**config.mk**
```make
export PLATFORM = sky130hd
export DESIGN_NAME = dac_init_seq
export DESIGN_NICKNAME = d
export VERILOG_FILES = /design/src/rtl/dac_seq_pkg.sv /design/src/rtl/dac_frame_fmt.sv /design/src/rtl/dac_status_cap.sv /design/src/rtl/dac_seq_ctrl.sv /design/src/rtl/dac_init_seq.sv
export SDC_FILE = /design/constraint.sdc
export NUM_CORES = 1
export LEC_CHECK = 0
export ABC_AREA = 1
export BUFFER_PORTS_ARGS = -buffer_cell sky130_fd_sc_hd__buf_2
export CAP_MARGIN = 20
export CORE_ASPECT_RATIO = 1.5
export CORE_MARGIN = 2
export CORE_UTILIZATION = 55
export DETAILED_ROUTE_END_ITERATION = 8
export PLACE_DENSITY = 0.8
export SLEW_MARGIN = 30
export SYNTH_ARGS = -nofsm -noshare
export SYNTH_HDL_FRONTEND = slang
export SYNTH_HIERARCHICAL = 1
export SYNTH_SLANG_ARGS = --single-unit
```
**constraint.sdc**
```tcl
create_clock -name clk -period 3.8 [get_ports clk]
set_input_delay 1.14 -clock clk [delete_from_list [all_inputs] [get_ports clk]]
set_output_delay 1.14 -clock clk [all_outputs]
set_load 0.01 [all_outputs]
```
**src/rtl/dac_seq_pkg.sv**
```systemverilog
package dac_seq_pkg;

    localparam int BYTE_W = 8;
    localparam logic [6:0] DEV_ADDR_BASE = 7'h60;

    typedef enum logic [2:0] {
        S_IDLE,
        S_BEGIN,
        S_ADDR,
        S_XFER,
        S_HALT,
        S_WAIT,
        S_DONE
    } seq_state_t;

    typedef enum logic [1:0] {
        PH_STAT,
        PH_CFG,
        PH_VAL
    } seq_phase_t;

    typedef enum logic [1:0] {
        OP_START,
        OP_ADDR,
        OP_DATA,
        OP_STOP
    } seq_op_t;

endpackage

```
**src/rtl/dac_frame_fmt.sv**
```systemverilog
module dac_frame_fmt
    import dac_seq_pkg::*;
#(
    parameter int SUB_W  = 3,
    parameter int CODE_W = 12,
    parameter int IDX_W  = 3
) (
    input  logic                  clk,
    input  logic                  rst_n,
    input  logic                  load_i,
    input  logic [SUB_W-1:0]      sub_i,
    input  logic [1:0]            vref_i,
    input  logic [1:0]            pd_i,
    input  logic                  gain_i,
    input  logic [CODE_W-1:0]     code_i,
    input  seq_phase_t            phase_i,
    input  logic [IDX_W-1:0]      idx_i,
    input  logic                  sel_addr_i,
    output logic [BYTE_W-1:0]     byte_o
);

    localparam int HI_W = CODE_W - 8;

    logic [SUB_W-1:0]  sub_q;
    logic [1:0]        vref_q;
    logic [1:0]        pd_q;
    logic              gain_q;
    logic [CODE_W-1:0] code_q;
    logic [6:0]        dev_addr;

    // Settings are captured once per run so every byte agrees with the others.
    always_ff @(posedge clk) begin
        if (!rst_n) begin
            sub_q  <= '0;
            vref_q <= '0;
            pd_q   <= '0;
            gain_q <= 1'b0;
            code_q <= '0;
        end else if (load_i) begin
            sub_q  <= sub_i;
            vref_q <= vref_i;
            pd_q   <= pd_i;
            gain_q <= gain_i;
            code_q <= code_i;
        end
    end

    assign dev_addr = DEV_ADDR_BASE + 7'(sub_q);

    always_comb begin
        byte_o = '0;
        if (sel_addr_i) begin
            byte_o = {dev_addr, (phase_i == PH_STAT)};
        end else begin
            unique case (phase_i)
                PH_CFG:  byte_o = {3'b100, vref_q, pd_q, gain_q};
                PH_VAL:  byte_o = (idx_i == '0) ?
                                  {2'b00, pd_q, HI_W'(code_q[CODE_W-1:8])} :
                                  code_q[7:0];
                default: byte_o = '0;
            endcase
        end
    end

endmodule

```
**src/rtl/dac_status_cap.sv**
```systemverilog
module dac_status_cap
    import dac_seq_pkg::*;
(
    input  logic              clk,
    input  logic              rst_n,
    input  logic              clear_i,
    input  logic              cap_i,
    input  logic [BYTE_W-1:0] rdata_i,
    output logic              ready_o,
    output logic              por_o
);

    always_ff @(posedge clk) begin
        if (!rst_n || clear_i) begin
            ready_o <= 1'b0;
            por_o   <= 1'b0;
        end else if (cap_i) begin
            ready_o <= rdata_i[7];
            por_o   <= rdata_i[6];
        end
    end

endmodule

```
**src/rtl/dac_seq_ctrl.sv**
```systemverilog
module dac_seq_ctrl
    import dac_seq_pkg::*;
#(
    parameter int RD_BYTES = 6,
    parameter int IDX_W    = 3
) (
    input  logic             clk,
    input  logic             rst_n,
    input  logic             start_i,
    input  logic             mst_busy_i,
    input  logic             mst_nack_i,
    output logic             cmd_start_o,
    output logic             cmd_stop_o,
    output logic             cmd_write_o,
    output logic             cmd_read_o,
    output logic             sel_addr_o,
    output seq_phase_t       phase_o,
    output logic [IDX_W-1:0] idx_o,
    output logic             load_o,
    output logic             cap_o,
    output logic             done_o,
    output logic             err_o
);

    localparam logic [IDX_W-1:0] LAST_STAT = IDX_W'(RD_BYTES - 1);
    localparam logic [IDX_W-1:0] LAST_CFG  = IDX_W'(0);
    localparam logic [IDX_W-1:0] LAST_VAL  = IDX_W'(1);

    seq_state_t       state_q, state_n;
    seq_phase_t       phase_q, phase_n;
    seq_op_t          op_q, op_n;
    logic [IDX_W-1:0] idx_q, idx_n;
    logic             err_q, err_n;
    logic             settled_q, settled_n;
    logic [IDX_W-1:0] last_idx;
    logic             step_ok;

    always_comb begin
        unique case (phase_q)
            PH_STAT: last_idx = LAST_STAT;
            PH_CFG:  last_idx = LAST_CFG;
            default: last_idx = LAST_VAL;
        endcase
    end

    // A step finishes once the master has had a cycle to raise busy and busy has fallen.
    assign step_ok = (state_q == S_WAIT) && settled_q && !mst_busy_i;

    always_comb begin
        state_n   = state_q;
        phase_n   = phase_q;
        op_n      = op_q;
        idx_n     = idx_q;
        err_n     = err_q;
        settled_n = 1'b1;
        unique case (state_q)
            S_IDLE: begin
                if (start_i) begin
                    state_n = S_BEGIN;
                    phase_n = PH_STAT;
                    err_n   = 1'b0;
                end
            end
            S_BEGIN: begin
                op_n      = OP_START;
                settled_n = 1'b0;
                state_n   = S_WAIT;
            end
            S_ADDR: begin
                op_n      = OP_ADDR;
                settled_n = 1'b0;
                state_n   = S_WAIT;
            end
            S_XFER: begin
                op_n      = OP_DATA;
                settled_n = 1'b0;
                state_n   = S_WAIT;
            end
            S_HALT: begin
                op_n      = OP_STOP;
                settled_n = 1'b0;
                state_n   = S_WAIT;
            end
            S_WAIT: begin
                if (step_ok) begin
                    unique case (op_q)
                        OP_START: state_n = S_ADDR;
                        OP_ADDR: begin
                            if (mst_nack_i) begin
                                err_n   = 1'b1;
                                state_n = S_HALT;
                            end else begin
                                idx_n   = '0;
                                state_n = S_XFER;
                            end
                        end
                        OP_DATA: begin
                            if (phase_q != PH_STAT && mst_nack_i) begin
                                err_n   = 1'b1;
                                state_n = S_HALT;
                            end else if (idx_q == last_idx) begin
                                state_n = S_HALT;
                            end else begin
                                idx_n   = idx_q + 1'b1;
                                state_n = S_XFER;
                            end
                        end
                        default: begin
                            if (err_q || phase_q == PH_VAL) begin
                                state_n = S_DONE;
                            end else begin
                                phase_n = (phase_q == PH_STAT) ? PH_CFG : PH_VAL;
                                state_n = S_BEGIN;
                            end
                        end
                    endcase
                end
            end
            default: state_n = S_IDLE;
        endcase
    end

    always_ff @(posedge clk) begin
        if (!rst_n) begin
            state_q   <= S_IDLE;
            phase_q   <= PH_STAT;
            op_q      <= OP_START;
            idx_q     <= '0;
            err_q     <= 1'b0;
            settled_q <= 1'b0;
        end else begin
            state_q   <= state_n;
            phase_q   <= phase_n;
            op_q      <= op_n;
            idx_q     <= idx_n;
            err_q     <= err_n;
            settled_q <= settled_n;
        end
    end

    always_comb begin
        cmd_start_o = (state_q == S_BEGIN);
        cmd_stop_o  = (state_q == S_HALT);
        cmd_write_o = (state_q == S_ADDR) || (state_q == S_XFER && phase_q != PH_STAT);
        cmd_read_o  = (state_q == S_XFER) && (phase_q == PH_STAT);
        sel_addr_o  = (state_q == S_ADDR);
        load_o      = (state_q == S_IDLE) && start_i;
        cap_o       = step_ok && op_q == OP_DATA && phase_q == PH_STAT && idx_q == '0;
        done_o      = (state_q == S_DONE);
        err_o       = err_q;
        phase_o     = phase_q;
        idx_o       = idx_q;
    end

endmodule

```
**src/rtl/dac_init_seq.sv**
```systemverilog
module dac_init_seq
    import dac_seq_pkg::*;
#(
    parameter int RD_BYTES = 6,
    parameter int SUB_W    = 3,
    parameter int CODE_W   = 12
) (
    input  logic              clk,
    input  logic              rst_n,
    input  logic              start_i,
    input  logic [SUB_W-1:0]  sub_addr_i,
    input  logic [1:0]        vref_sel_i,
    input  logic [1:0]        pd_mode_i,
    input  logic              gain2x_i,
    input  logic [CODE_W-1:0] code_i,
    output logic              cmd_start_o,
    output logic              cmd_stop_o,
    output logic              cmd_write_o,
    output logic              cmd_read_o,
    output logic [7:0]        cmd_wdata_o,
    input  logic              mst_busy_i,
    input  logic              mst_nack_i,
    input  logic [7:0]        mst_rdata_i,
    output logic              done_o,
    output logic              err_o,
    output logic              stat_ready_o,
    output logic              stat_por_o
);

    localparam int IDX_W = (RD_BYTES > 2) ? $clog2(RD_BYTES) : 1;

    seq_phase_t       phase;
    logic [IDX_W-1:0] idx;
    logic             sel_addr;
    logic             load;
    logic             cap;

    dac_seq_ctrl #(
        .RD_BYTES (RD_BYTES),
        .IDX_W    (IDX_W)
    ) u_ctrl (
        .clk         (clk),
        .rst_n       (rst_n),
        .start_i     (start_i),
        .mst_busy_i  (mst_busy_i),
        .mst_nack_i  (mst_nack_i),
        .cmd_start_o (cmd_start_o),
        .cmd_stop_o  (cmd_stop_o),
        .cmd_write_o (cmd_write_o),
        .cmd_read_o  (cmd_read_o),
        .sel_addr_o  (sel_addr),
        .phase_o     (phase),
        .idx_o       (idx),
        .load_o      (load),
        .cap_o       (cap),
        .done_o      (done_o),
        .err_o       (err_o)
    );

    dac_frame_fmt #(
        .SUB_W  (SUB_W),
        .CODE_W (CODE_W),
        .IDX_W  (IDX_W)
    ) u_fmt (
        .clk        (clk),
        .rst_n      (rst_n),
        .load_i     (load),
        .sub_i      (sub_addr_i),
        .vref_i     (vref_sel_i),
        .pd_i       (pd_mode_i),
        .gain_i     (gain2x_i),
        .code_i     (code_i),
        .phase_i    (phase),
        .idx_i      (idx),
        .sel_addr_i (sel_addr),
        .byte_o     (cmd_wdata_o)
    );

    dac_status_cap u_stat (
        .clk     (clk),
        .rst_n   (rst_n),
        .clear_i (load),
        .cap_i   (cap),
        .rdata_i (mst_rdata_i),
        .ready_o (stat_ready_o),
        .por_o   (stat_por_o)
    );

endmodule

```
## After elaboration in Yosys (flattened, before gate mapping)

Cells that the tools add are included.

| word-level totals | value |
|---|---|
| register bits | 34 |
| bits of input ports | 33 |
| output and inout port bits | 16 |
| logic and storage cells | 94 |

| operators by class | value |
|---|---|
| add/subtract/negate cells | 2 |
| equality and inequality tests | 21 |
| muxes and demuxes | 30 |
| reduce and logical (&&, ||, !) cells | 28 |

Operator list:

| kind | number |
|---|---|
| 3-bit two-way mux | 9 |
| 3-bit one-hot mux with 3 select lines | 2 |
| 8-bit two-way mux | 2 |
| 8-bit one-hot mux with 2 select lines | 1 |
| 2-bit != test (second input constant) | 6 |
| 3-bit one-hot mux with 2 select lines | 2 |
| 6-bit AND reduction | 2 |
| 2-bit two-way mux | 5 |
| 3-bit equality test (second input constant) | 3 |
| 1-bit logical AND | 9 |
| 3-bit != test (second input constant) | 3 |
| 2-bit one-hot mux with 4 select lines | 1 |
| 6-bit by 4-bit adder with 7-bit output (first input constant) | 1 |
| 3-bit by 2-bit equality test with 1-bit output (second input constant) | 2 |
| 3-bit logical NOT | 2 |
| 2-bit nonzero test | 3 |
| 1-bit two-way mux | 5 |
| 5-bit AND reduction | 1 |
| 2-bit by 1-bit equality test with 1-bit output (second input constant) | 2 |
| 2-bit equality test (second input constant) | 2 |
| 2-bit logical NOT | 2 |
| 1-bit one-hot mux with 2 select lines | 2 |
| 2-bit one-hot mux with 2 select lines | 1 |
| 4-bit nonzero test | 1 |
| 9 further kinds | 12 |

## Longest topological paths before layout

| depth | value |
|---|---|
| word-level depth | 8 |
| gate-level depth with buffers | 11 |
| depth with buffers taken out | 11 |

## Modules after synthesis

Netlist, hierarchy kept.

Modules (own cells, without submodules):

| module | times used | cells an instance | area each (um^2) | seq. area each (um^2) |
|---|---|---|---|---|
| dac_frame_fmt | 1 | 147 | 1009.7 | 400.4 |
| dac_seq_ctrl | 1 | 128 | 810.8 | 240.2 |
| dac_status_cap | 1 | 11 | 76.3 | 40.0 |

## Least setup slack after synthesis

OpenSTA, ideal clock, no wires.

| path | value |
|---|---|
| kind | reg-to-output |
| start | register u_ctrl.phase_q[1], in the netlist u_ctrl/phase_o[1] |
| end | output cmd_wdata_o[5] |
| arrival time | 1280 ps |
| data required time | 2660 ps |
| setup slack | 1380 ps |
| stages on the path, launching flop included | 7 |
| buffers on the path | 0 |
| cells stage by stage | dfxtp_1 inv_1 ha_1 inv_1 nor2_4 nand2_1 nor3_1 |

| between the ends | value |
|---|---|
| word-level cells in the longest chain between the ends | 3 |
| elaborated cells between the ends (all ways) | 4 |
| those cells by class | eq/ne: 2; mux: 2 |

Ends and longest elaborated chain:

| element | RTL line | text |
|---|---|---|
| start, declared | dac_seq_ctrl.sv:30 | `seq_phase_t phase_q, phase_n;` |
| start signal, assigned | dac_seq_ctrl.sv:133 | `phase_q <= phase_n;` |
| 2-bit equality test / 2-bit by 1-bit equality test with 1-bit output (equally long branches) | dac_frame_fmt.sv:55 | `unique case (phase_i)` |
| 8-bit one-hot mux with 2 select lines * | dac_frame_fmt.sv:55 |  |
| 8-bit two-way mux * | dac_frame_fmt.sv:52 | `if (sel_addr_i) begin` |
| end, declared | dac_init_seq.sv:20 | `output logic [7:0] cmd_wdata_o,` |

Mark *: on every way between the ends. The rest lies on a longest branch, timed or not.

## Final worst setup path

Same ends and word-level chain as after synthesis.

==> results.txt <==
----------------------------------------------------
[Synth]
  Most frequent cell after synthesis ... nand2_1
  Post-synthesis cell type count ... 28
  Gate Count Post-Synth ... 286
  Avg Synthesized Cell Area ... 6.63 sq um
  Top cell types by occurrence after synthesis ... nand2_1, nor2_1, inv_1
  Area of the mapped netlist ... 1900 sq um
  Top cell type's share of synthesized area ... 0.359
  Most area-consuming cells after synthesis ... dfxtp_1, nand2_1, nor2_1
  Post-synthesis sequential element count ... 34
  Number of nets produced by synthesis ... 324
  Primary FF master, synth ... dfxtp_1
  Part of the Yosys area used for sequential elements ... 0.359
  Area leader, netlist ... dfxtp_1
  Synth async-reset ratio ... 0
  Number of synthesized flops with an enable pin ... 0
  Yosys warning count ... 6

[Drt]
  Met3 wire length ... 181 um
  Final ANT Viol Nets ... 0
  Post-DR vias/cell ... 5.04
  First-pass iteration count of the detailed router ... 4
  DRC violation count after routing ... 0
  Via count ... 1876
  Wire length after detailed routing ... 4210 um
  Wire length on met2 ... 2240 um
  Post-route met1 wirelength ... 1620 um
  Top routing layer used ... met4
  First-iteration detailed-routing DRC count ... 79
  Per-cell routed wire length ... 11.3 um

[Clock tree]
  Number of clock sinks ... 34
  Clock tree from TritonCTS ... built
  Number of buffers between clock root and the deepest sink ... 2
  Cells resized by post-CTS repair ... 0
  Clock Pin Slew Worst Setup and Hold Paths ... 0.07 ns
  H-tree depth ... 2
  Number of post-CTS setup repair buffers ... 0
  Insertion delay to the later sink of the worst-skew pair ... 0.28 ns
  Clock root cell ... clkbuf_8
  Hold bufs inserted after CTS ... 0
  TritonCTS buffer count ... 5

[Finish]
  Post-layout instance area ... 2210 sq um
  Fraction of final layout cells sized beyond drive strength 1 ... 0.209
  Post-layout util ... 0.659
  Layout overhead on the synthesized area ... 16.4%
  Final antenna diode count ... 0
  Net count of the finished layout ... 367
  Non-filler instance count after layout ... 372

[Worst setup path]
  Arrival time worst endpoint ... 1.74 ns
  Max FO, Critical Path ... 6
  Setup CP Type ... register to output port
  Startpoint kind of the worst setup timing path ... register
  Required time worst endpoint ... 2.66 ns
  Worst setup EP type ... output port

[Flow run]
  Max-cap violation count ... 0

[GRT]
  Global-route wire length before repair ... 7360 um
  Antenna violations before repair ... 0
  Maximum number of pins on one net before global-route repair ... 30
  Global-route usage over all layers ... 0.243
  Grt ovf ... 0
  Via count of the first global-routing pass ... 1816

[STA]
  Slew @ Worst Pin ... 0.455 ns
  Total negative slack for setup checks ... 0 ns
  Final worst slack ... 0.922 ns
  Layout Skew ... 0.00345 ns
  Achievable frequency ... 348 MHz
  Final hold viol count ... 0
  Setup repair after global routing missed its margin ... false
  Worst hold slack after final layout ... 0.456 ns
  Final setup vio count ... 0
  Slew headroom ... 0.696
  Min Tclk post-route ... 2.88 ns
  Final Slew Violations ... 0
  Tcrit/Tclk final ... 0.757

[Floorplan]
  Cell Rows ... 26
  Horiz. Die Dim ... 52.0 um
  Area of the die ... 3940 sq um
  Ports placed on the boundary ... 49
  Initial core utilization ... 0.566
  Vertical die dimension ... 75.9 um
  Area of the core region ... 3350 sq um

[Place]
  Total of buffers placed on input and output ports ... 42
  Post-placement cell area ... 2120 sq um
  Last weighted congestion value of the routability-driven placer ... 0.884
  HPWL after detailed placement ... 3250 um
  Worst slack after detailed placement ... 1.23 ns
  Post-Place Cells ... 364

[Power and ir drop]
  Sequential Power Share ... 0.453
  Pwr Density ... 429 nW/um^2
  Switching power total ... 317 uW
  Static Leakage ... 1.11 nW
  Clk network pwr share ... 0.289
  Portion of total power attributed to combinational logic ... 0.258
  Sw Share ... 0.335
  Internal power ... 630 uW
  Overall power of the completed layout ... 947 uW
  VDD IR-drop max ... 0.290 mV

[Run status]
  Run status ... completed

[Hold path]
  Min-delay worst type ... register to register

----------------------------------------------------
## state kept, by name, summed over array words and instances (netlist names)
signal,cells
u_ctrl/err_o,1
u_fmt/pd_q,2
u_fmt/code_q,12
u_ctrl/phase_o,2
u_ctrl/op_q,2
u_stat/por_o,1
u_fmt/gain_q,1
u_ctrl/state_q,3
u_fmt/vref_q,2
u_ctrl/idx_o,3
u_fmt/sub_q,3
u_stat/ready_o,1
u_ctrl/settled_q,1
## cell families (layout without fill, tap and decap cells)
kind of cell,Yosys count,in the layout,synth area share
fa+ha+maj,5,5,0.0330
xor+xnor,1,1,0.00462
buf+inv,49,93,0.110
simple gates,148,148,0.363
flops,34,34,0.359
compound gates,49,49,0.131
## worst max-delay path: stages (launching register included)
cell	delay [ns]
dfxtp_1	0.43
inv_1	0.09
ha_1	0.31
inv_1	0.07
nor2_4	0.13
nand2_1	0.07
nor3_1	0.20
buf_2	0.16
## final timing paths
| check | from | to | slack, ns | depth (start not counted) |
|---|---|---|---|---|
| worst min-delay path | u_fmt/code_q[4] | u_fmt/code_q[4] | 0.46 | 2 |
| worst max-delay path | u_ctrl/phase_o[1] | cmd_wdata_o[5] | 0.92 | 7 |
| worst min register to register | u_fmt/code_q[4] | u_fmt/code_q[4] | 0.46 | 2 |
| worst max register to register | u_ctrl/state_q[1] | u_fmt/code_q[8] | 2.14 | 9 |
## power groups by stage
stage | registers (mW) | logic, mW | clock network, mW
floorplan | 0.430 | 0.192 | 0
global placement | 0.435 | 0.241 | 0
detailed placement | 0.437 | 0.245 | 0
CTS | 0.429 | 0.246 | 0.283
finish | 0.429 | 0.245 | 0.273
global route | 0.434 | 0.283 | 0.302
## layer usage
metal,global-route usage,vias to the layer above
li1,-,989
met1,0.241,829
met2,0.444,44
met3,0.0512,14
met4,0.126,0
met5,0,-
## cell type report
class	count	area (sq um)
Timing Repair Buffer	43	218
Tap cell	42	52.6
Inverter	42	158
Multi-Input combinational cell	203	1010
Clock inverter	1	5.00
Sequential cell	34	681
Clock buffer	7	86.3
Fill cell	333	1140
## cell usage in the layout (no fill, tap or decap), drive strengths merged, types with 3 or more instances in the layout
master,count
clkbuf,7
a21oi,20
buf,43
o21ai,27
ha,5
inv,42
nor2,47
dfxtp,34
nand4,3
nor3,5
nand3,20
nand2,71
Note: power is estimated with default switching activity, not from simulation.
